[config.mk]
export PLATFORM = sky130hd
export DESIGN_NAME = ldx_unit
export DESIGN_NICKNAME = d
export VERILOG_FILES = /design/src/rtl/ldx_pkg.sv /design/src/rtl/ldx_lane_sel.sv /design/src/rtl/ldx_extend.sv /design/src/rtl/ldx_byte_rev.sv /design/src/rtl/ldx_unit.sv
export SDC_FILE = /design/constraint.sdc
export NUM_CORES = 1
export LEC_CHECK = 0
export BUFFER_PORTS_ARGS = -buffer_cell sky130_fd_sc_hd__buf_2
export CAP_MARGIN = 10
export CELL_PAD_IN_SITES_DETAIL_PLACEMENT = 1
export CELL_PAD_IN_SITES_GLOBAL_PLACEMENT = 1
export CORE_MARGIN = 1.5
export CORE_UTILIZATION = 41
export DETAILED_ROUTE_END_ITERATION = 8
export PLACE_DENSITY = 0.89
export SYNTH_ARGS = -nofsm -noshare
export SYNTH_HDL_FRONTEND = slang
export SYNTH_SLANG_ARGS = --single-unit
[constraint.sdc]
create_clock -name clk -period 3.1 [get_ports clk]
set_input_delay 0.31 -clock clk [delete_from_list [all_inputs] [get_ports clk]]
set_output_delay 0.31 -clock clk [all_outputs]
set_load 0.01 [all_outputs]
[src/rtl/ldx_pkg.sv]
// Package: shared constants and operation codes for the load extend / byte
// swap unit. Assumes byte-addressed little-endian data.
package ldx_pkg;
    localparam int BYTE_W = 8;

    typedef enum logic [3:0] {
        OP_LD_UB  = 4'd0,
        OP_LD_SB  = 4'd1,
        OP_LD_UH  = 4'd2,
        OP_LD_SH  = 4'd3,
        OP_EX_UB  = 4'd4,
        OP_EX_SB  = 4'd5,
        OP_EX_UH  = 4'd6,
        OP_EX_SH  = 4'd7,
        OP_SWAP   = 4'd8,
        OP_SWAP16 = 4'd9,
        OP_SWAPSH = 4'd10
    } ldx_op_e;
endpackage

[src/rtl/ldx_lane_sel.sv]
// Module: ldx_lane_sel
// Picks one byte and one halfword out of a word by byte offset.
// Assumes little-endian lanes; the halfword index drops offset bit 0.
module ldx_lane_sel
    import ldx_pkg::*;
#(
    parameter int DATA_W = 32
) (
    input  logic [DATA_W-1:0]              data_i,
    input  logic [$clog2(DATA_W/BYTE_W)-1:0] lane_i,
    output logic [BYTE_W-1:0]              byte_o,
    output logic [2*BYTE_W-1:0]            half_o
);
    localparam int NBYTES = DATA_W / BYTE_W;
    localparam int NHALF  = NBYTES / 2;
    localparam int HALF_W = 2 * BYTE_W;
    localparam int LANE_W = $clog2(NBYTES);

    logic [BYTE_W-1:0] lanes  [NBYTES];
    logic [HALF_W-1:0] halves [NHALF];

    // Split the word into byte lanes and halfword lanes.
    for (genvar g = 0; g < NBYTES; g++) begin : g_byte
        assign lanes[g] = data_i[g*BYTE_W +: BYTE_W];
    end
    for (genvar h = 0; h < NHALF; h++) begin : g_half
        assign halves[h] = data_i[h*HALF_W +: HALF_W];
    end

    // Index the lanes; halfword ignores the low offset bit.
    assign byte_o = lanes[lane_i];
    assign half_o = halves[lane_i[LANE_W-1:1]];
endmodule

[src/rtl/ldx_extend.sv]
// Module: ldx_extend
// Widens a byte or halfword to the full word, zero- or sign-padded.
// Assumes the byte value sits in the low bits of val_i.
module ldx_extend
    import ldx_pkg::*;
#(
    parameter int DATA_W = 32
) (
    input  logic [2*BYTE_W-1:0] val_i,
    input  logic                is_half_i,
    input  logic                is_signed_i,
    output logic [DATA_W-1:0]   ext_o
);
    localparam int HALF_W = 2 * BYTE_W;

    logic fill_b;
    logic fill_h;

    // Fill bit is the top bit of the narrow value when signed, else zero.
    assign fill_b = is_signed_i & val_i[BYTE_W-1];
    assign fill_h = is_signed_i & val_i[HALF_W-1];

    // Concatenate the fill with the narrow value.
    always_comb begin
        if (is_half_i) begin
            ext_o = {{(DATA_W-HALF_W){fill_h}}, val_i};
        end else begin
            ext_o = {{(DATA_W-BYTE_W){fill_b}}, val_i[BYTE_W-1:0]};
        end
    end
endmodule

[src/rtl/ldx_byte_rev.sv]
// Module: ldx_byte_rev
// Produces three byte-swap patterns of a word at once: full swap, swap within
// each halfword, and low-halfword swap with sign extension.
// Assumes DATA_W is a multiple of 16.
module ldx_byte_rev
    import ldx_pkg::*;
#(
    parameter int DATA_W = 32
) (
    input  logic [DATA_W-1:0] data_i,
    output logic [DATA_W-1:0] swap_o,
    output logic [DATA_W-1:0] swap16_o,
    output logic [DATA_W-1:0] swapsh_o
);
    localparam int NBYTES = DATA_W / BYTE_W;
    localparam int HALF_W = 2 * BYTE_W;

    logic [HALF_W-1:0] low_sw;

    // Full swap: byte i takes byte NBYTES-1-i.
    for (genvar i = 0; i < NBYTES; i++) begin : g_full
        assign swap_o[i*BYTE_W +: BYTE_W] = data_i[(NBYTES-1-i)*BYTE_W +: BYTE_W];
    end

    // Pairwise swap: byte i takes its partner within the same halfword.
    for (genvar i = 0; i < NBYTES; i++) begin : g_pair
        localparam int PARTNER = (i / 2) * 2 + (1 - (i % 2));
        assign swap16_o[i*BYTE_W +: BYTE_W] = data_i[PARTNER*BYTE_W +: BYTE_W];
    end

    // Low-half swap followed by sign extension of bit 15.
    assign low_sw   = {data_i[BYTE_W-1:0], data_i[HALF_W-1:BYTE_W]};
    assign swapsh_o = {{(DATA_W-HALF_W){low_sw[HALF_W-1]}}, low_sw};
endmodule

[src/rtl/ldx_unit.sv]
// Module: ldx_unit (top)
// Writeback formatter for narrow loads and register extend / byte swaps.
// Assumes op codes per ldx_pkg; unused codes pass the operand through.
// Result is registered with a synchronous active-low reset.
module ldx_unit
    import ldx_pkg::*;
#(
    parameter int DATA_W = 32
) (
    input  logic                 clk,
    input  logic                 rst_n,
    input  logic [3:0]           op_i,
    input  logic [1:0]           lane_i,
    input  logic [DATA_W-1:0]    data_i,
    output logic [DATA_W-1:0]    result_o
);
    localparam int HALF_W = 2 * BYTE_W;

    ldx_op_e           op;
    logic [BYTE_W-1:0] sel_byte;
    logic [HALF_W-1:0] sel_half;
    logic [HALF_W-1:0] narrow;
    logic [DATA_W-1:0] ext_val;
    logic [DATA_W-1:0] swap_v;
    logic [DATA_W-1:0] swap16_v;
    logic [DATA_W-1:0] swapsh_v;
    logic [DATA_W-1:0] next_res;
    logic              is_ext_grp;
    logic              is_reg_src;

    assign op = ldx_op_e'(op_i);

    ldx_lane_sel #(.DATA_W(DATA_W)) u_sel (
        .data_i (data_i),
        .lane_i (lane_i),
        .byte_o (sel_byte),
        .half_o (sel_half)
    );

    ldx_byte_rev #(.DATA_W(DATA_W)) u_rev (
        .data_i   (data_i),
        .swap_o   (swap_v),
        .swap16_o (swap16_v),
        .swapsh_o (swapsh_v)
    );

    // Extend group is codes 0..7; bit 2 picks register source over lane pick.
    assign is_ext_grp = ~op_i[3];
    assign is_reg_src = op_i[2];

    // Choose the narrow value: lane-selected for loads, low bits for extends.
    always_comb begin
        if (is_reg_src) begin
            narrow = op_i[1] ? data_i[HALF_W-1:0] : {{BYTE_W{1'b0}}, data_i[BYTE_W-1:0]};
        end else begin
            narrow = op_i[1] ? sel_half : {{BYTE_W{1'b0}}, sel_byte};
        end
    end

    ldx_extend #(.DATA_W(DATA_W)) u_ext (
        .val_i       (narrow),
        .is_half_i   (op_i[1]),
        .is_signed_i (op_i[0]),
        .ext_o       (ext_val)
    );

    // Final result select by operation code.
    always_comb begin
        if (is_ext_grp) begin
            next_res = ext_val;
        end else begin
            case (op)
                OP_SWAP:   next_res = swap_v;
                OP_SWAP16: next_res = swap16_v;
                OP_SWAPSH: next_res = swapsh_v;
                default:   next_res = data_i;
            endcase
        end
    end

    // Result register with synchronous active-low clear.
    always_ff @(posedge clk) begin
        if (!rst_n) begin
            result_o <= '0;
        end else begin
            result_o <= next_res;
        end
    end
endmodule

# ---- Word level (Yosys, flattened, before mapping)
# Index checks and enable logic that the tools add are counted.
dict set report word_totals {
  reg_bits 32
  input_bits 40
  output_inout_bits 32
  wordCells 22
}
dict set report op_classes {
  magnitude_cmp 2
  eq_ne 3
  mux 12
  bitwise_logic 4
}
# operator count
set op_table {}
lappend op_table {{16-bit two-way mux} 6}
lappend op_table {{32-bit one-hot mux with 3 select lines} 1}
lappend op_table {{32-bit two-way mux} 2}
lappend op_table {{8-bit binary-select mux with 2-bit select} 1}
lappend op_table {{8-bit two-way mux} 2}
lappend op_table {{4-bit == test, second input constant} 3}
lappend op_table {{3-bit greater-or-equal comparator, second input constant} 1}
lappend op_table {{2-bit NOT with 3-bit output} 1}
lappend op_table {{1-bit AND} 2}
lappend op_table {{2-bit greater-or-equal comparator, second input constant} 1}
lappend op_table {{1-bit NOT with 2-bit output} 1}

# ---- Logic depth before layout (Yosys ltp)
dict set report depth {
  word_depth 9
  mapped_depth 7
  depth_no_buf 4
}

# ---- Hierarchy
# A second synthesis with hierarchy kept.
dict set report hier_totals {
  hier_cells 466
  hier_area_um2 3872.5
}
# mod instances cells_each area_each_um2 seq_area_each_um2
set by_module_without_submodules {}
lappend by_module_without_submodules {ldx_unit 1 299 2442.3 640.6}
lappend by_module_without_submodules {ldx_byte_rev 1 96 720.7 0.0}
lappend by_module_without_submodules {ldx_lane_sel 1 28 427.9 0.0}
lappend by_module_without_submodules {ldx_extend 1 43 281.5 0.0}

# ---- Worst setup path before layout
# No wires, ideal clock.
dict set report synth_path {
  path_type {input -> register}
  from {input lane_i[1]}
  to {register result_o[21]}
  setup_ps 125
  t_arrival_ps 1402
  required_time_ps 2975
  setup_slack_ps 1573
  cell_stages 7
  n_path_buf 3
  path_cell_list {buf_4 nand2b_1 buf_4 mux2_2 nand4_2 buf_4 nand3_1}
}
dict set report synth_between {
  elab_chain_cells 9
  word_cells_on_any_way 14
  cone_classes {mux: 10; bitwise: 4}
}
# element line
set synth_rtl {}
lappend synth_rtl {{start: declaration} ldx_unit.sv:13} ;# input logic [1:0] lane_i,
lappend synth_rtl {{2-bit NOT with 3-bit output (implied by the code) or 1-bit NOT with 2-bit output (tied branches)} {ldx_lane_sel.sv:31, ldx_lane_sel.sv:32}}
lappend synth_rtl {{8-bit binary-select mux with 2-bit select or 16-bit two-way mux (tied branches)} {ldx_lane_sel.sv:31, ldx_lane_sel.sv:32}}
lappend synth_rtl {{8-bit two-way mux (implied by the code) or 16-bit two-way mux (tied branches) (2 in a row)} {ldx_lane_sel.sv:31, ldx_lane_sel.sv:32}}
lappend synth_rtl {{16-bit two-way mux *} ldx_unit.sv:56} ;# narrow = op_i[1] ? sel_half : {{BYTE_W{1'b0}}, sel_byte};
lappend synth_rtl {{16-bit two-way mux *} ldx_unit.sv:53} ;# if (is_reg_src) begin
lappend synth_rtl {{1-bit AND, on equally long branches} {ldx_extend.sv:20, ldx_extend.sv:21}}
lappend synth_rtl {{32-bit two-way mux *} ldx_extend.sv:25} ;# if (is_half_i) begin
lappend synth_rtl {{32-bit two-way mux *} ldx_unit.sv:69} ;# if (is_ext_grp) begin
lappend synth_rtl {{end signal: assignment} ldx_unit.sv:86} ;# result_o <= next_res;
lappend synth_rtl {{end: declaration} ldx_unit.sv:15} ;# output logic [DATA_W-1:0] result_o
# Every way passes the cells marked *; elsewhere a longest branch is shown, timed or not. The select of a mux whose other input is x is not followed.
# A chain may end at the register's enable or synchronous reset.

# ---- Worst setup path after layout
dict set report layout_path {
  from {input op_i[3]}
  to {register result_o[26]}
}
dict set report layout_between {
  elab_chain_cells 3
  word_cells_on_any_way 5
  cone_classes {eq/ne: 3; mux: 2}
}
# element line
set layout_rtl {}
lappend layout_rtl {{start: declaration} ldx_unit.sv:12} ;# input logic [3:0] op_i,
lappend layout_rtl {{4-bit == test} ldx_unit.sv:72} ;# case (op)
lappend layout_rtl {{32-bit one-hot mux with 3 select lines} ldx_unit.sv:72}
lappend layout_rtl {{32-bit two-way mux *} ldx_unit.sv:69}
# Every way passes the cells marked *; elsewhere a longest branch is shown, timed or not.

==> results.ini <==
[detailed_routing]
drt_iter0_drc = 197
ant_nets = 0
dr.pass1.iters = 4
post_drt_wl_per_cell_um = 19.37
drcViolationCount = 0
vias = 2597
routed_via_density = 6.111
routed_wl_um = 8233

[synth]
synthAdderAreaFrac_pct = 0
synth_top_family_by_area = compound AO/OA/AOI/OAI gates
yosysWarnings = 0
synth_fp_nets = 338
netlist_area_um2 = 2457
synth_simple_gate_area_share_pct = 18.99
synth_compound_area_share_pct = 28.51
ys_seq_area_share_pct = 26.07
synth-seq-cells = 32
syn_inst = 298
post-synth-top-area-cell = dfxtp_1
synthMuxAreaShare_pct = 19.91
synth_edf_count = 0
synth_top_cells_by_area = dfxtp_1 (26%), mux2i_1 (13%), mux2_2 (6.9%)
synth.avg_cell_area_um2 = 8.246
synthArstFlopShare_pct = 0
synth_cell_types = 36
synthTopCellsByCount = nand2_1 (43), dfxtp_1 (32), mux2i_1 (32)
post-synth-top-count-cell = nand2_1
synth.top_cell.area_share_pct = 26.07
yosys_most_used_dff = dfxtp_1
synth_xor_area_share_pct = 0

[sta]
tns_ps = 0
maxSlewViolCount = 0
slew-limit-headroom_pct = 62.45
max_freq_mhz = 566.9
hold_viol_final = 0
rsz0062_at_grt = no
finalSetupViolations = 0
fin_crit_sh_pct = 56.91
worstMarginPinSlew_ps = 563.2
period_needed_ps = 1764

[clock_tree]
postCtsSetupBuffers = 0
cts_resized = 0
postCtsHoldBufs = 0
tritoncts = built
clockBufferDepth = 2
cts.reportedPaths.clkPinSlew_ps = 80
numCtsBuffers = 5
cts-root-buf = clkbuf_8
cts_sinks = 32
h-tree-depth = 2

[floorplan]
rows = 28
ioPinCount = 72
start_util_pct = 42.00
die_w_um = 80.42
die_area_um2 = 6467
die_h_um = 80.42
core-area_um2 = 5851

[layout]
diodes = 0
fin_nets = 390
areaGrowthSynthToFinish_pct = 17.52
largest_register_ff_count = 32
fin_area_um2 = 2888
largest-register = result_o
largestRegisters = result_o: 32 flops
fillerInstances = 751
drive_gt1_share_pct = 31.71

[grt]
grt_pass1_vias = 2558
grt_pass1_wl_um = 13190
track_usage_pct = 26.61
grt_max_degree = 51
antenna_found_initial = 0
gr-total-overflow = 0

[min_path]
min_from = data_i[2]
hold_path_class = in2reg
whs_path_depth = 3
whs_endpoint = result_o[2]

[placed_design]
routabilityCongestion = 0.8494
io_buffers = 71
dpl.hpwl_um = 5701
placed_area_um2 = 2791

[pwr]
pwr-share-clk_pct = 31.1
p_int_uw = 776.5
power.switching_uw = 372.7
p_per_area_nw_per_um2 = 398.0
leakagePower_nw = 1.330
switching_share_pct = 32.43
power_frac_comb_pct = 29.3
fin_total_pwr_mw = 1.149
irDropWorstVdd_mv = 0.2057
pwr-share-seq_pct = 39.5

[critical_path]
crit_path_end_kind = register
arrival_ps = 1910
cp_max_fo = 29
required_ps = 3250
path_class = in2reg
start_kind = primary input

[run]
maxCapViolCount = 0

[status]
status = finished, final reports clean

==> cell families after synthesis <==
| kind of cell | after synthesis |
|---|---|
| flops | 32 |
| buf+inv | 34 |
| compound gates | 89 |
| mux | 47 |
| simple gates | 96 |
==> stage by stage <==
| step | hold slack [ps] | std cells | setup WS, ps | utilization [%] |
|---|---|---|---|---|
| 3_3_place_gp | 631.7 | 418 | 1140 | 47.71 |
| 3_5_place_dp | 635.7 | 418 | 1079 | 47.71 |
| 6_report | 322.9 | 425 | 1336 | 49.36 |
| 2_1_floorplan | 482.7 | 298 | 1573 | - |
| 4_1_cts | 322.6 | 425 | 1387 | 49.36 |
| 5_1_grt | 337.8 | 425 | 1161 | 49.36 |
==> how the worst max path moves through the flow <==
| stage | start | end | cells past startpoint |
|---|---|---|---|
| finish | op_i[3] | result_o[26] | 5 |
| global placement | op_i[0] | result_o[8] | 5 |
| detailed placement | op_i[3] | result_o[16] | 5 |
| floorplan | lane_i[1] | result_o[21] | 7 |
| global route | op_i[3] | result_o[16] | 5 |
| CTS | op_i[0] | result_o[8] | 5 |
==> final cells by class <==
type                       instances  area (µm²)  area share (%)
sequential                        32       640.6           22.18
tap                               75       93.84           3.250
clock buffer                       7       96.34           3.336
timing repair buffer              75       385.4           13.34
inverter                           4       15.01          0.5199
multi-input combinational        232        1657           57.37
==> layout by cell type (no fill, tap or decap), drive strengths merged <==
master   n
mux2    15
mux2i   32
o31ai    1
o211ai   1
o311ai   2
nand2b   9
nand2   43
a32oi    1
nor2    11
and2     1
nor3     2
dfxtp   32
a311oi   7
a31oi    1
o21ai   18
o221ai  15
a21boi   7
nand3b   7
inv      3
a22o     2
a221oi  14
clkinv   1
nand3   16
nand4    2
or3b     1
a21oi   18
buf     75
a211oi   1
a211o    1
nor2b    4
clkbuf   7
==> worst max-delay path, stage by stage <==
cell      delay, ps
buf_2           450
nor2b_1         350
nand2_1         370
o221ai_1        320
nand3_1         100
==> per-layer routing <==
metal	vias up	GRT usage (%)	share of wire, %
met5	-	0	0
met4	0	11.90	2.3
met3	25	5.227	7.2
met2	112	41.93	47
met1	1240	34.87	43
li1	1220	-	-
==> power by group through the flow <==
stage	Combinational [mW]	Clock (mW)	Sequential, mW
6_report	0.337	0.358	0.454
5_1_grt	0.367	0.377	0.458
4_1_cts	0.333	0.360	0.455
3_5_place_dp	0.329	0	0.463
3_3_place_gp	0.317	0	0.464
2_1_floorplan	0.192	0	0.482
(Power assumes the default switching activity.)
